**config.mk**
```make
export PLATFORM = sky130hd
export DESIGN_NAME = disp_scan_top
export DESIGN_NICKNAME = d
export VERILOG_FILES = /design/src/rtl/disp_scan_pkg.sv /design/src/rtl/disp_scan_prescaler.sv /design/src/rtl/disp_scan_fsm.sv /design/src/rtl/disp_scan_decode.sv /design/src/rtl/disp_scan_top.sv
export SDC_FILE = /design/constraint.sdc
export NUM_CORES = 1
export LEC_CHECK = 0
export CAP_MARGIN = 30
export CORE_ASPECT_RATIO = 0.5
export CORE_MARGIN = 2
export CORE_UTILIZATION = 25
export CTS_BUF_LIST = sky130_fd_sc_hd__clkbuf_2 sky130_fd_sc_hd__clkbuf_4 sky130_fd_sc_hd__clkbuf_8
export CTS_CLUSTER_DIAMETER = 80
export DETAILED_ROUTE_END_ITERATION = 8
export DONT_BUFFER_PORTS = 1
export MAX_ROUTING_LAYER = met4
export PLACE_DENSITY = 0.38
export SETUP_SLACK_MARGIN = 0.02
export SYNTH_ARGS = -nofsm -noshare
export SYNTH_HDL_FRONTEND = slang
export SYNTH_SLANG_ARGS = --single-unit
```
**constraint.sdc**
```tcl
create_clock -name clk -period 1.8 [get_ports clk]
set_input_delay 0.09 -clock clk [delete_from_list [all_inputs] [get_ports clk]]
set_output_delay 0.09 -clock clk [all_outputs]
set_load 0.02 [all_outputs]
```
**src/rtl/disp_scan_pkg.sv**
```systemverilog
package disp_scan_pkg;

    localparam int NUM_DIG = 4;
    localparam int IDX_W   = $clog2(NUM_DIG);

    typedef enum logic [2:0] {
        ST_BLANK,
        ST_DIG0,
        ST_DIG1,
        ST_DIG2,
        ST_DIG3
    } scan_state_t;

    // segment code for one hex nibble, bit 6..0 = G..A, 1 = lit
    function automatic logic [6:0] hex_to_seg(input logic [3:0] nib);
        logic [6:0] s;
        unique case (nib)
            4'h0: s = 7'h3F;
            4'h1: s = 7'h06;
            4'h2: s = 7'h5B;
            4'h3: s = 7'h4F;
            4'h4: s = 7'h66;
            4'h5: s = 7'h6D;
            4'h6: s = 7'h7D;
            4'h7: s = 7'h27;
            4'h8: s = 7'h7F;
            4'h9: s = 7'h6F;
            4'hA: s = 7'h77;
            4'hB: s = 7'h7C;
            4'hC: s = 7'h58;
            4'hD: s = 7'h5E;
            4'hE: s = 7'h79;
            default: s = 7'h71;
        endcase
        return s;
    endfunction

endpackage

```
**src/rtl/disp_scan_prescaler.sv**
```systemverilog
module disp_scan_prescaler #(
    parameter int CLK_HZ  = 50_000_000,
    parameter int SCAN_HZ = 1000
) (
    input  logic clk,
    input  logic rst,
    input  logic run,
    output logic tick
);
    localparam int DIV = CLK_HZ / SCAN_HZ;
    localparam int CW  = (DIV > 2) ? $clog2(DIV) : 1;
    localparam logic [CW-1:0] LAST = CW'(DIV - 1);

    logic [CW-1:0] cnt_q;

    // counter stays at zero until the scan is running, so every dwell is DIV cycles
    always_ff @(posedge clk) begin
        if (rst || !run) begin
            cnt_q <= '0;
        end else if (cnt_q == LAST) begin
            cnt_q <= '0;
        end else begin
            cnt_q <= cnt_q + 1'b1;
        end
    end

    assign tick = run && (cnt_q == LAST);

endmodule

```
**src/rtl/disp_scan_fsm.sv**
```systemverilog
module disp_scan_fsm
    import disp_scan_pkg::*;
(
    input  logic             clk,
    input  logic             rst,
    input  logic             tick,
    output logic             run,
    output logic             load,
    output logic [IDX_W-1:0] load_idx,
    output logic [3:0]       sel_n
);
    scan_state_t state_q;
    scan_state_t state_d;

    // state register
    always_ff @(posedge clk) begin
        if (rst) begin
            state_q <= ST_BLANK;
        end else begin
            state_q <= state_d;
        end
    end

    // transitions: ENTER, ADVANCE, WRAP
    always_comb begin
        state_d = state_q;
        unique case (state_q)
            ST_BLANK: state_d = ST_DIG0;
            ST_DIG0:  if (tick) state_d = ST_DIG1;
            ST_DIG1:  if (tick) state_d = ST_DIG2;
            ST_DIG2:  if (tick) state_d = ST_DIG3;
            ST_DIG3:  if (tick) state_d = ST_DIG0;
            default:  state_d = ST_BLANK;
        endcase
    end

    // outputs decoded from the registered state
    always_comb begin
        run      = 1'b1;
        load     = tick;
        load_idx = '0;
        sel_n    = 4'b1111;
        unique case (state_q)
            ST_BLANK: begin
                run      = 1'b0;
                load     = 1'b1;
                load_idx = IDX_W'(0);
                sel_n    = 4'b1111;
            end
            ST_DIG0: begin
                load_idx = IDX_W'(1);
                sel_n    = 4'b1110;
            end
            ST_DIG1: begin
                load_idx = IDX_W'(2);
                sel_n    = 4'b1101;
            end
            ST_DIG2: begin
                load_idx = IDX_W'(3);
                sel_n    = 4'b1011;
            end
            ST_DIG3: begin
                load_idx = IDX_W'(0);
                sel_n    = 4'b0111;
            end
            default: begin
                run   = 1'b0;
                load  = 1'b0;
                sel_n = 4'b1111;
            end
        endcase
    end

endmodule

```
**src/rtl/disp_scan_decode.sv**
```systemverilog
module disp_scan_decode
    import disp_scan_pkg::*;
(
    input  logic [4*NUM_DIG-1:0] digit_val,
    input  logic [NUM_DIG-1:0]   digit_dp,
    input  logic [IDX_W-1:0]     idx,
    output logic [7:0]           pattern
);
    logic [7:0] pat [NUM_DIG];

    for (genvar g = 0; g < NUM_DIG; g++) begin : g_dig
        assign pat[g] = {digit_dp[g], hex_to_seg(digit_val[4*g +: 4])};
    end

    assign pattern = pat[idx];

endmodule

```
**src/rtl/disp_scan_top.sv**
```systemverilog
module disp_scan_top
    import disp_scan_pkg::*;
#(
    parameter int CLK_HZ  = 50_000_000,
    parameter int SCAN_HZ = 1000
) (
    input  logic        clk,
    input  logic        rst,
    input  logic [15:0] digit_val,
    input  logic [3:0]  digit_dp,
    output logic [7:0]  seg_out,
    output logic [3:0]  dig_sel_n
);
    localparam int DIV = CLK_HZ / SCAN_HZ;

    logic             scan_tick;
    logic             scan_run;
    logic             pat_load;
    logic [IDX_W-1:0] pat_idx;
    logic [7:0]       pat_next;
    logic [7:0]       seg_q;

    disp_scan_prescaler #(.CLK_HZ(CLK_HZ), .SCAN_HZ(SCAN_HZ)) u_pre (
        .clk  (clk),
        .rst  (rst),
        .run  (scan_run),
        .tick (scan_tick)
    );

    disp_scan_fsm u_fsm (
        .clk      (clk),
        .rst      (rst),
        .tick     (scan_tick),
        .run      (scan_run),
        .load     (pat_load),
        .load_idx (pat_idx),
        .sel_n    (dig_sel_n)
    );

    disp_scan_decode u_dec (
        .digit_val (digit_val),
        .digit_dp  (digit_dp),
        .idx       (pat_idx),
        .pattern   (pat_next)
    );

    // pattern captured on the same edge that changes the state
    always_ff @(posedge clk) begin
        if (rst) begin
            seg_q <= 8'h00;
        end else if (pat_load) begin
            seg_q <= pat_next;
        end
    end

    assign seg_out = seg_q;

endmodule

```
==> results of run 1 <==
-- cell families (layout without fill, tap and decap cells) --
| family | Yosys count | in the layout | share of synthesized area (%) |
|---|---|---|---|
| buf+inv | 36 | 50 | 6.78 |
| compound gates | 59 | 59 | 18.3 |
| flops | 27 | 27 | 23.2 |
| mux | 5 | 5 | 4.84 |
| xor+xnor | 15 | 15 | 5.65 |
| fa+ha+maj | 31 | 32 | 16.7 |
| simple gates | 107 | 107 | 24.5 |
-- critical path, cell delays in order, from the launching register on --
cell and delay, ps:
dfxtp_2 360, nor4b_4 370, and4b_4 340, maj3_4 240
o311ai_1 150, a21oi_1 180
-- per-layer routing --
layer / up-vias / global-route usage [%]
li1: 1038 / -
met1: 971 / 17.0
met2: 28 / 20.8
met3: 4 / 2.71
met4: 0 / 2.13
met5: - / -
-- cell type report --
cell class	count	area, um2	share of cell area [%]
flip-flops and latches	27	543	20.3
clock inverters	1	8.76	0.327
repair buffers	25	205	7.66
clock buffers	3	41.3	1.54
multi-input cells	218	1660	61.8
well taps	117	146	5.46
inverters	21	78.8	2.94
-- worst max path at each step --
stage	start	to	slack (ps)	depth (start not counted)
4_1_cts	u_pre.cnt_q[0]$_SDFF_PP0_	seg_out[1]$_SDFFE_PP0P_	40	6
3_3_place_gp	u_pre.cnt_q[0]$_SDFF_PP0_	seg_out[4]$_SDFFE_PP0P_	70	6
3_5_place_dp	u_pre.cnt_q[0]$_SDFF_PP0_	seg_out[4]$_SDFFE_PP0P_	30	6
2_1_floorplan	u_pre.cnt_q[0]$_SDFF_PP0_	seg_out[1]$_SDFFE_PP0P_	130	6
5_1_grt	u_pre.cnt_q[11]$_SDFF_PP0_	seg_out[1]$_SDFFE_PP0P_	20	5
6_report	u_pre.cnt_q[10]$_SDFF_PP0_	seg_out[4]$_SDFFE_PP0P_	110	5
-- per-stage QoR --
step / area (um2) / total power, mW / std cells / setup WS, ps
2_1_floorplan: 2330 / 0.850 / 280 / 127
3_3_place_gp: 2560 / 0.894 / 403 / 67.3
3_5_place_dp: 2560 / 0.895 / 403 / 28.6
4_1_cts: 2620 / 1.27 / 408 / 38.7
5_1_grt: 2680 / 1.34 / 412 / 22.1
6_report: 2680 / 1.26 / 412 / 106
-- power by group --
part	internal, mW	switching (mW)
clock network	0.163	0.204
registers	0.615	0.0318
logic	0.114	0.127
total	0.892	0.363
-- placed cells by master, fill, tap and decap left out, drive strengths merged, types with 4 or more instances in the layout --
master	instances
o311ai	6
or3	4
a211oi	9
inv	22
nand2b	4
nand3	8
and3	6
buf	23
o21ai	7
mux4	5
nand2	22
xor2	7
nor3	9
dfxtp	27
nor2b	6
a311oi	4
a21oi	11
ha	29
xnor2	8
a31oi	5
nor2	33
-- state kept, by name, indices dropped and copies added (netlist names) --
register       flops
seg_out            8
u_fsm.state_q      3
u_pre.cnt_q       16
-- what timing repair did --
item	in CTS	in global routing
hold buffers	1	1
cloned	0	1
setup buffers	0	2
pin swaps	0	4
resized for setup	1	5
hold endpoints to repair	10	1
endpoints found under the setup margin	1	8
==> metrics.csv, run 1 <==
stage;metric;value;unit
run_status;status;complete, no violations;
floorplanning;I/O Pins;34;
placement;PortBufs;0;
logic_synthesis;asr flop ratio synth;0;%
floorplanning;Die W;140;um
logic_synthesis;yosys warns;0;
routing;met2 wire length;2860;um
floorplanning;Initial Util;26.3;%
clock_network;CTS tree;built;
hold_path;Hold Crit Class;in -> reg;
sta;Pins Over Slew Limit;0;
logic_synthesis;leading cell types by count after synthesis;nor2_1, ha_1, dfxtp_1, nand2_1, inv_1;
placement;dpl hpwl;4950;um
power_and_ir_drop;PwrDens;469;nW/um2
routing;via count;2041;
routing;Top Metal Used;met4;
clock_network;CTS clock-pin slew for the worst setup and hold paths;100;ps
logic_synthesis;Avg Inst Size Synth;8.31;um2
sta;Hold WS;149;ps
finish;Post-layout nets;347;
sta;period utilisation layout;94.1;%
global_route;grt total ovfl;0;
sta;Setup TNS;0;ps
global_route;largest net degree at the start of global routing;18;
global_route;first-pass GRT wire length;10200;um
flow_run;max-cap viol count;0;
routing;vias per cell;4.95;
routing;First DRT Iteration DRCs;83;
global_route;vias in the first global route;2000;
logic_synthesis;top post-synthesis cells by area;dfxtp_1, ha_1, nor2_1;
logic_synthesis;post-synthesis register bit count;27;
finish;layout cells sized above 1;15.9;%
logic_synthesis;Synth area leader;dfxtp_1;
routing;# DRC;0;
hold_path;Worst Hold Depth;3;
routing;WL/cell;15.1;um
logic_synthesis;post-synth cell types;51;
finish;antenna fix cells;0;
logic_synthesis;post-synth top area share;23.2;%
power_and_ir_drop;static leakage;1.09;nW
worst_setup_path;reg-to-reg critical path endpoint;seg_out[4]$_SDFFE_PP0P_;
worst_setup_path;crit path kind;reg -> reg;
sta;Slew @ Worst Pin;493;ps
worst_setup_path;flop-to-flop setup slack;110;ps
floorplanning;Core ar.;8860;um2
clock_network;Clock H-tree levels;1;
sta;f_max;590;MHz
sta;unrepaired setup endpoints after global routing;true;
placement;GPL Wtd Cong;0.865;
clock_network;clk_lat worst skew;280;ps
clock_network;CTS Sinks;27;
logic_synthesis;number of enable flip-flop cells after synthesis;0;
finish;Layout area overhead;15.2;%
routing;met1 WL;3130;um
sta;Final Skew;7.77;ps
clock_network;total clock buffers created by CTS;3;
logic_synthesis;sequential fraction of the synthesis area;23.2;%
worst_setup_path;CP Data Required Time;2020;ps
sta;final setup vio count;0;
hold_path;hold path start;rst;
worst_setup_path;critical path fanouts, max;5;
floorplanning;row cnt;24;
logic_synthesis;post-synthesis cell area;2330;um2
worst_setup_path;Critical Path Sink Type;flop;
power_and_ir_drop;maximum vdd drop;256;uV
sta;final hold viol count;0;
finish;Fillers;943;
logic_synthesis;prevailing post-synth register cell;dfxtp_1;
routing;DRT Wirelength;6240;um
floorplanning;DIE HEIGHT;72.2;um
worst_setup_path;Worst Path Arrival;1910;ps
clock_network;CTS max path bufs;2;
hold_path;Hold Path End;u_pre.cnt_q[0]$_SDFF_PP0_;
logic_synthesis;Post-Syn Nets;331;
routing;met3 wire len;186;um
worst_setup_path;Startpoint Class;flop;
logic_synthesis;top-count cell post-synth;nor2_1;
global_route;initial antenna violation count;0;
finish;Finished Core Util;30.2;%
logic_synthesis;Post-Syn Instances;280;
routing;Antenna Nets Post-Route;0;
routing;drt pass-1 iters;4;
sta;slew margin rel.;66.7;%
floorplanning;Die Footprint;10100;um2
clock_network;Root Driver;clkbuf_8;
sta;Min Clock Period, post-route;1690;ps
global_route;GRT Total Usage;12.8;%
worst_setup_path;RR Startpoint;u_pre.cnt_q[10]$_SDFF_PP0_;
worst_setup_path;worst-case reg-to-reg path depth;5;
Note: power is estimated with default switching activity, not from simulation.
==> run 2: changes to the inputs <==
==> constraint.sdc (replaced) <==
create_clock -name clk -period 1.8 [get_ports clk]
set_input_delay 0.18 -clock clk [delete_from_list [all_inputs] [get_ports clk]]
set_output_delay 0.18 -clock clk [all_outputs]
set_load 0.02 [all_outputs]
==> metrics.csv, run 2 (synthesis gave the netlist of run 1 again) <==
stage;metric;value;unit;change
sta;Min Clock Period, post-route;1680;ps;was 1690 ps
global_route;vias in the first global route;1968;;was 2,000
finish;most frequent cells in the layout;nor2_1, ha_1, dfxtp_1;;unchanged
global_route;M1 GR Usage;16.9;%;was 17.0%
routing;DRT Wirelength;6080;um;was 6240 um
routing;WL/cell;14.9;um;was 15.1 um
global_route;GR peak layer;met2;;unchanged
placement;PortBufs;0;;unchanged
sta;period utilisation layout;93.5;%;was 94.1%
worst_setup_path;critical path fanouts, max;6;;was 5
finish;commonest non-fill, non-tap cell in the layout;nor2_1;;unchanged
sta;Hold WS;-48.1;ps;was 149 ps
sta;Slew @ Worst Pin;528;ps;was 493 ps
worst_setup_path;reg-to-reg critical path endpoint;seg_out[6]$_SDFFE_PP0P_;;was seg_out[4]$_SDFFE_PP0P_
power_and_ir_drop;Sw Share;29.0;%;was 28.9%
finish;Largest register FFs;16;;unchanged
hold_path;Hold Path End;seg_out[1]$_SDFFE_PP0P_;;was u_pre.cnt_q[0]$_SDFF_PP0_
clock_network;total clock buffers created by CTS;3;;unchanged
routing;# DRC;0;;unchanged
finish;fin area;2640;um2;was 2680 um2
routing;vias per cell;4.94;;was 4.95
hold_path;Hold Crit Class;in -> reg;;unchanged
worst_setup_path;Startpoint Class;flop;;unchanged
power_and_ir_drop;Clock Power Share;29.3;%;was 29.2%
global_route;grt met3 use;2.18;%;was 2.71%
finish;Layout area overhead;13.6;%;was 15.2%
placement;GPL Wtd Cong;0.887;;was 0.865
flow_run;max-cap viol count;0;;unchanged
sta;Final Skew;1.48;ps;was 7.77 ps
routing;drt pass-1 iters;4;;unchanged
floorplanning;row cnt;24;;unchanged
sta;final hold viol count;10;;was 0
global_route;largest net degree at the start of global routing;17;;was 18
finish;layout cells sized above 1;14.5;%;was 15.9%
floorplanning;Die W;140;um;unchanged
floorplanning;Core ar.;8860;um2;unchanged
finish;antenna fix cells;0;;unchanged
placement;dpl hpwl;4820;um;was 4950 um
floorplanning;Die Footprint;10100;um2;unchanged
sta;Pins Over Slew Limit;0;;unchanged
clock_network;Clock H-tree levels;1;;unchanged
sta;f_max;594;MHz;was 590 MHz
hold_path;Worst Hold Depth;1;;was 3
global_route;first-pass GRT wire length;10000;um;was 10,200 um
floorplanning;I/O Pins;34;;unchanged
clock_network;Root Driver;clkbuf_8;;unchanged
power_and_ir_drop;Comb power frac;18.7;%;was 19.2%
placement;DP Area;2550;um2;was 2560 um2
power_and_ir_drop;Pint;0.885;mW;was 0.892 mW
floorplanning;Initial Util;26.3;%;unchanged
power_and_ir_drop;sequential share of power;51.9;%;was 51.5%
worst_setup_path;Critical Path Sink Type;primary output;;was flop
finish;Finished Core Util;29.8;%;was 30.2%
global_route;grt total ovfl;0;;unchanged
run_status;status;finished, violations left;;was complete, no violations
clock_network;CTS Sinks;27;;unchanged
power_and_ir_drop;P_sw;0.361;mW;was 0.363 mW
sta;Setup TNS;0;ps;unchanged
worst_setup_path;flop-to-flop setup slack;120;ps;was 110 ps
sta;slew margin rel.;64.4;%;was 66.7%
sta;final setup vio count;0;;unchanged
power_and_ir_drop;static leakage;1.06;nW;was 1.09 nW
sta;unrepaired setup endpoints after global routing;false;;was true
routing;Antenna Nets Post-Route;0;;unchanged
floorplanning;DIE HEIGHT;72.2;um;unchanged
power_and_ir_drop;Overall Power;1.25;mW;was 1.26 mW
global_route;GRT Total Usage;12.5;%;was 12.8%
global_route;initial antenna violation count;0;;unchanged
power_and_ir_drop;maximum vdd drop;293;uV;was 256 uV
worst_setup_path;worst-case reg-to-reg path depth;5;;unchanged
global_route;met2 Use GR;19.9;%;was 20.8%
hold_path;hold path start;rst;;unchanged
finish;Top reg by flops;u_pre.cnt_q;;unchanged
run_status;failing checks;hold timing;;
routing;via count;2011;;was 2,041
clock_network;clk_lat worst skew;270;ps;was 280 ps
finish;Post-layout nets;342;;was 347
clock_network;CTS clock-pin slew for the worst setup and hold paths;100;ps;about the same
worst_setup_path;RR Startpoint;u_pre.cnt_q[10]$_SDFF_PP0_;;unchanged
routing;First DRT Iteration DRCs;115;;was 83
clock_network;CTS tree;built;;unchanged
worst_setup_path;crit path kind;reg -> out;;was reg -> reg
power_and_ir_drop;PwrDens;472;nW/um2;was 469 nW/um2
worst_setup_path;CP Data Required Time;1620;ps;was 2020 ps
worst_setup_path;Worst Path Arrival;1500;ps;was 1910 ps
clock_network;CTS max path bufs;2;;unchanged
## run 2: cell types whose count changed in the layout (fill, tap and decap cells not counted)
cell,delta
buf_4,-3
clkinvlp_4,+1
dfxtp_1,+2
dfxtp_2,-2
dlygate4sd3_1,-2
inv_6,-1
nor2_2,-1
nor2_4,+1
nor2b_1,+1
nor2b_2,-1
nor4_1,-1
nor4_2,+1
## run 2: layer usage
layer  vias up  share of wire [%]
met2        28                 45
met3         6                3.3
met4         0                1.3
met5         -                  0
li1       1028                  -
met1       949                 50
## run 2: critical path, stage by stage (launching register included)
cell     delay [ps]
dfxtp_1         360
buf_4           170
nor2_1          320
buf_4           220
nand2_1         150
## run 2: metrics by stage
step / std cells / setup WS [ps] / hold slack, ps
2_1_floorplan: 280 / 127 / 407
3_3_place_gp: 401 / 39.5 / 246
3_5_place_dp: 401 / 5.57 / 247
4_1_cts: 405 / 23.3 / -57.1
5_1_grt: 407 / 26.6 / -72.6
6_report: 407 / 116 / -48.1
## run 2: repair_timing
action	4_1_cts	5_1_grt
setup buffers	0	1
resized for setup	1	4
endpoints found under the hold margin	10	10
setup endpoints to repair	1	9
pin swaps	0	4
gates cloned	0	1
## run 2: worst max-delay path by stage
| stage | from | endpoint |
|---|---|---|
| finish | u_fsm.state_q[2]$_SDFFE_PP0P_ | dig_sel_n[2] |
| global route | u_pre.cnt_q[10]$_SDFF_PP0_ | seg_out[6]$_SDFFE_PP0P_ |
| CTS | u_pre.cnt_q[0]$_SDFF_PP0_ | seg_out[1]$_SDFFE_PP0P_ |
| detailed placement | u_pre.cnt_q[0]$_SDFF_PP0_ | seg_out[4]$_SDFFE_PP0P_ |
| global placement | u_pre.cnt_q[0]$_SDFF_PP0_ | seg_out[4]$_SDFFE_PP0P_ |
| floorplan | u_pre.cnt_q[0]$_SDFF_PP0_ | seg_out[1]$_SDFFE_PP0P_ |
## run 2: cell type report
| class | count | area [um2] |
|---|---|---|
| Sequential cell | 27 | 541 |
| Inverter | 21 | 78.8 |
| Clock inverter | 1 | 7.51 |
| Clock buffer | 3 | 41.3 |
| Tap cell | 117 | 146 |
| Timing Repair Buffer | 20 | 163 |
| Multi-Input combinational cell | 218 | 1660 |
| Fill cell | 933 | 6220 |
## run 2: power by group through the flow
| stage | Clock (mW) | Sequential, mW | Combinational (mW) |
|---|---|---|---|
| after floorplan | 0 | 0.654 | 0.196 |
| after global placement | 0 | 0.662 | 0.231 |
| after detailed placement | 0 | 0.662 | 0.230 |
| after CTS | 0.375 | 0.648 | 0.232 |
| after global routing | 0.404 | 0.650 | 0.265 |
| final | 0.365 | 0.647 | 0.233 |
==> run 3: changes to the inputs <==
==> constraint.sdc (replaced) <==
create_clock -name clk -period 1.52 [get_ports clk]
set_input_delay 0.152 -clock clk [delete_from_list [all_inputs] [get_ports clk]]
set_output_delay 0.152 -clock clk [all_outputs]
set_load 0.02 [all_outputs]
==> metrics.csv, run 3 (synthesis gave the netlist of run 1 again) <==
stage;metric;value;unit;change
placement;PortBufs;0;;unchanged
global_route;largest net degree at the start of global routing;16;;was 17
sta;final hold viol count;10;;unchanged
clock_network;clk_lat worst skew;280;ps;was 270 ps
clock_network;Root Driver;clkbuf_8;;unchanged
global_route;vias in the first global route;2131;;was 1,968
clock_network;total clock buffers created by CTS;3;;unchanged
worst_setup_path;Startpoint Class;flop;;unchanged
finish;commonest non-fill, non-tap cell in the layout;buf_4;;was nor2_1
global_route;initial antenna violation count;0;;unchanged
sta;Hold WS;-76.3;ps;was -48.1 ps
worst_setup_path;Largest stage delay, worst path;350;ps;was 360 ps
clock_network;CTS tree;built;;unchanged
finish;antenna fix cells;0;;unchanged
power_and_ir_drop;PwrDens;495;nW/um2;was 472 nW/um2
worst_setup_path;crit path kind;reg -> reg;;was reg -> out
floorplanning;row cnt;24;;unchanged
routing;drt pass-1 iters;4;;unchanged
routing;# DRC;0;;unchanged
sta;final worst slack;-90.6;ps;was 116 ps
sta;Min Clock Period, post-route;1610;ps;
routing;Antenna Nets Post-Route;0;;unchanged
flow_run;max-cap viol count;0;;unchanged
routing;via count;2175;;was 2,011
finish;Post-layout nets;388;;was 342
floorplanning;Core ar.;8860;um2;unchanged
worst_setup_path;critical path's top delay family;simple AND/OR/NAND/NOR gates;;unchanged
floorplanning;I/O Pins;34;;unchanged
placement;dpl hpwl;5320;um;was 4820 um
placement;DP Area;2900;um2;was 2550 um2
run_status;failing checks;hold timing, setup timing;;was hold timing
clock_network;CTS clock-pin slew for the worst setup and hold paths;100;ps;about the same
sta;Final Skew;6.29;ps;was 1.48 ps
finish;Largest register FFs;16;;unchanged
floorplanning;Die W;140;um;unchanged
sta;Pins Over Slew Limit;0;;unchanged
placement;GPL Wtd Cong;0.826;;was 0.887
worst_setup_path;critical path fanouts, max;4;;was 6
finish;Layout area overhead;32.2;%;was 13.6%
finish;Finished Core Util;34.7;%;was 29.8%
power_and_ir_drop;static leakage;1.30;nW;was 1.06 nW
clock_network;CTS Sinks;27;;unchanged
finish;fin area;3080;um2;was 2640 um2
worst_setup_path;Critical Path Sink Type;flop;;was primary output
routing;WL/cell;14.6;um;was 14.9 um
clock_network;Clock H-tree levels;1;;unchanged
finish;most frequent cells in the layout;buf_4, nor2_1, ha_1;;was nor2_1, ha_1, dfxtp_1
worst_setup_path;worst-path cell chain;nor4b_4, and4b_4, buf_6, nand2_4, xor2_1, nor3_1;;was buf_4, nor2_1, buf_4, nand2_1
sta;slew margin rel.;66.7;%;was 64.4%
power_and_ir_drop;maximum vdd drop;285;uV;was 293 uV
floorplanning;Initial Util;26.3;%;unchanged
sta;final setup vio count;25;;was 0
routing;vias per cell;4.80;;was 4.94
floorplanning;DIE HEIGHT;72.2;um;unchanged
routing;First DRT Iteration DRCs;87;;was 115
routing;DRT Wirelength;6600;um;was 6080 um
sta;unrepaired setup endpoints after global routing;true;;was false
worst_setup_path;Worst Path Arrival;1810;ps;was 1500 ps
worst_setup_path;CP max stage cell;dfxtp_2;;was dfxtp_1
finish;Top reg by flops;u_pre.cnt_q;;unchanged
worst_setup_path;crit path buf inv count;1;;was 2
finish;Fillers;930;;was 933
floorplanning;Die Footprint;10100;um2;unchanged
sta;Slew @ Worst Pin;493;ps;was 528 ps
hold_path;Hold Crit Class;in -> reg;;unchanged
sta;period utilisation layout;106;%;
global_route;GRT Total Usage;13.8;%;was 12.5%
worst_setup_path;CP Data Required Time;1710;ps;was 1620 ps
clock_network;CTS max path bufs;2;;unchanged
sta;f_max;621;MHz;
global_route;first-pass GRT wire length;10900;um;was 10,000 um
finish;layout cells sized above 1;33.6;%;was 14.5%
global_route;grt total ovfl;0;;unchanged
run_status;status;finished, violations left;;unchanged
-- run 3: changes by cell type in the layout (fill, tap and decap cells not counted), moves of 4 or more --
cell	before	now
buf_4	19	62
dfxtp_2	0	6
dfxtp_1	27	20
buf_6	0	4
-- run 3: layout make-up --
type / count / area, um2 / area share (%)
flip-flops and latches: 27 / 552 / 17.9
multi-input cells: 218 / 1740 / 56.5
well taps: 117 / 146 / 4.76
clock buffers: 3 / 41.3 / 1.34
clock inverters: 1 / 5.00 / 0.163
inverters: 21 / 82.6 / 2.69
repair buffers: 66 / 510 / 16.6
-- run 3: path summary, 6_finish.rpt --
path	start	endpoint	slack [ps]	depth (start not counted)
worst max register to register	u_pre.cnt_q[10]$_SDFF_PP0_	u_fsm.state_q[1]$_SDFFE_PP0P_	-90	6
worst max-delay path	u_pre.cnt_q[10]$_SDFF_PP0_	u_fsm.state_q[1]$_SDFFE_PP0P_	-90	6
worst min register to register	u_pre.cnt_q[0]$_SDFF_PP0_	u_pre.cnt_q[0]$_SDFF_PP0_	520	2
worst min-delay path	rst	seg_out[1]$_SDFFE_PP0P_	-80	1
-- run 3: power by group --
| group | total (mW) | internal (mW) | switching, mW |
|---|---|---|---|
| Combinational | 0.333 | 0.175 | 0.158 |
| Sequential | 0.768 | 0.728 | 0.0402 |
| Clock | 0.421 | 0.184 | 0.237 |
-- run 3: what timing repair did --
action / CTS / global route
setup endpoints to repair: 28 / 30
gates cloned: 1 / 0
pin swaps: 11 / 14
gates resized for setup: 12 / 15
setup buffers: 2 / 2
endpoints found under the hold margin: 10 / 10
-- run 3: per-stage QoR --
stage	hold WS [ps]	TNS [ps]	setup WS, ps	power, mW	std cells
after floorplan	379	-401	-59.0	1.01	280
after global placement	220	-714	-135	1.10	444
after detailed placement	221	-834	-142	1.10	444
after CTS	-83.7	-1020	-92.0	1.54	451
after global routing	-95.8	-3280	-171	1.63	453
final	-76.3	-740	-90.6	1.52	453
-- run 3: metal layers --
layer	vias up	track usage (%)	part of all wire, %
li1	1117	-	-
met2	27	22.8	46
met4	0	2.81	1.1
met3	7	2.05	3.2
met5	-	-	0
met1	1024	18.1	49
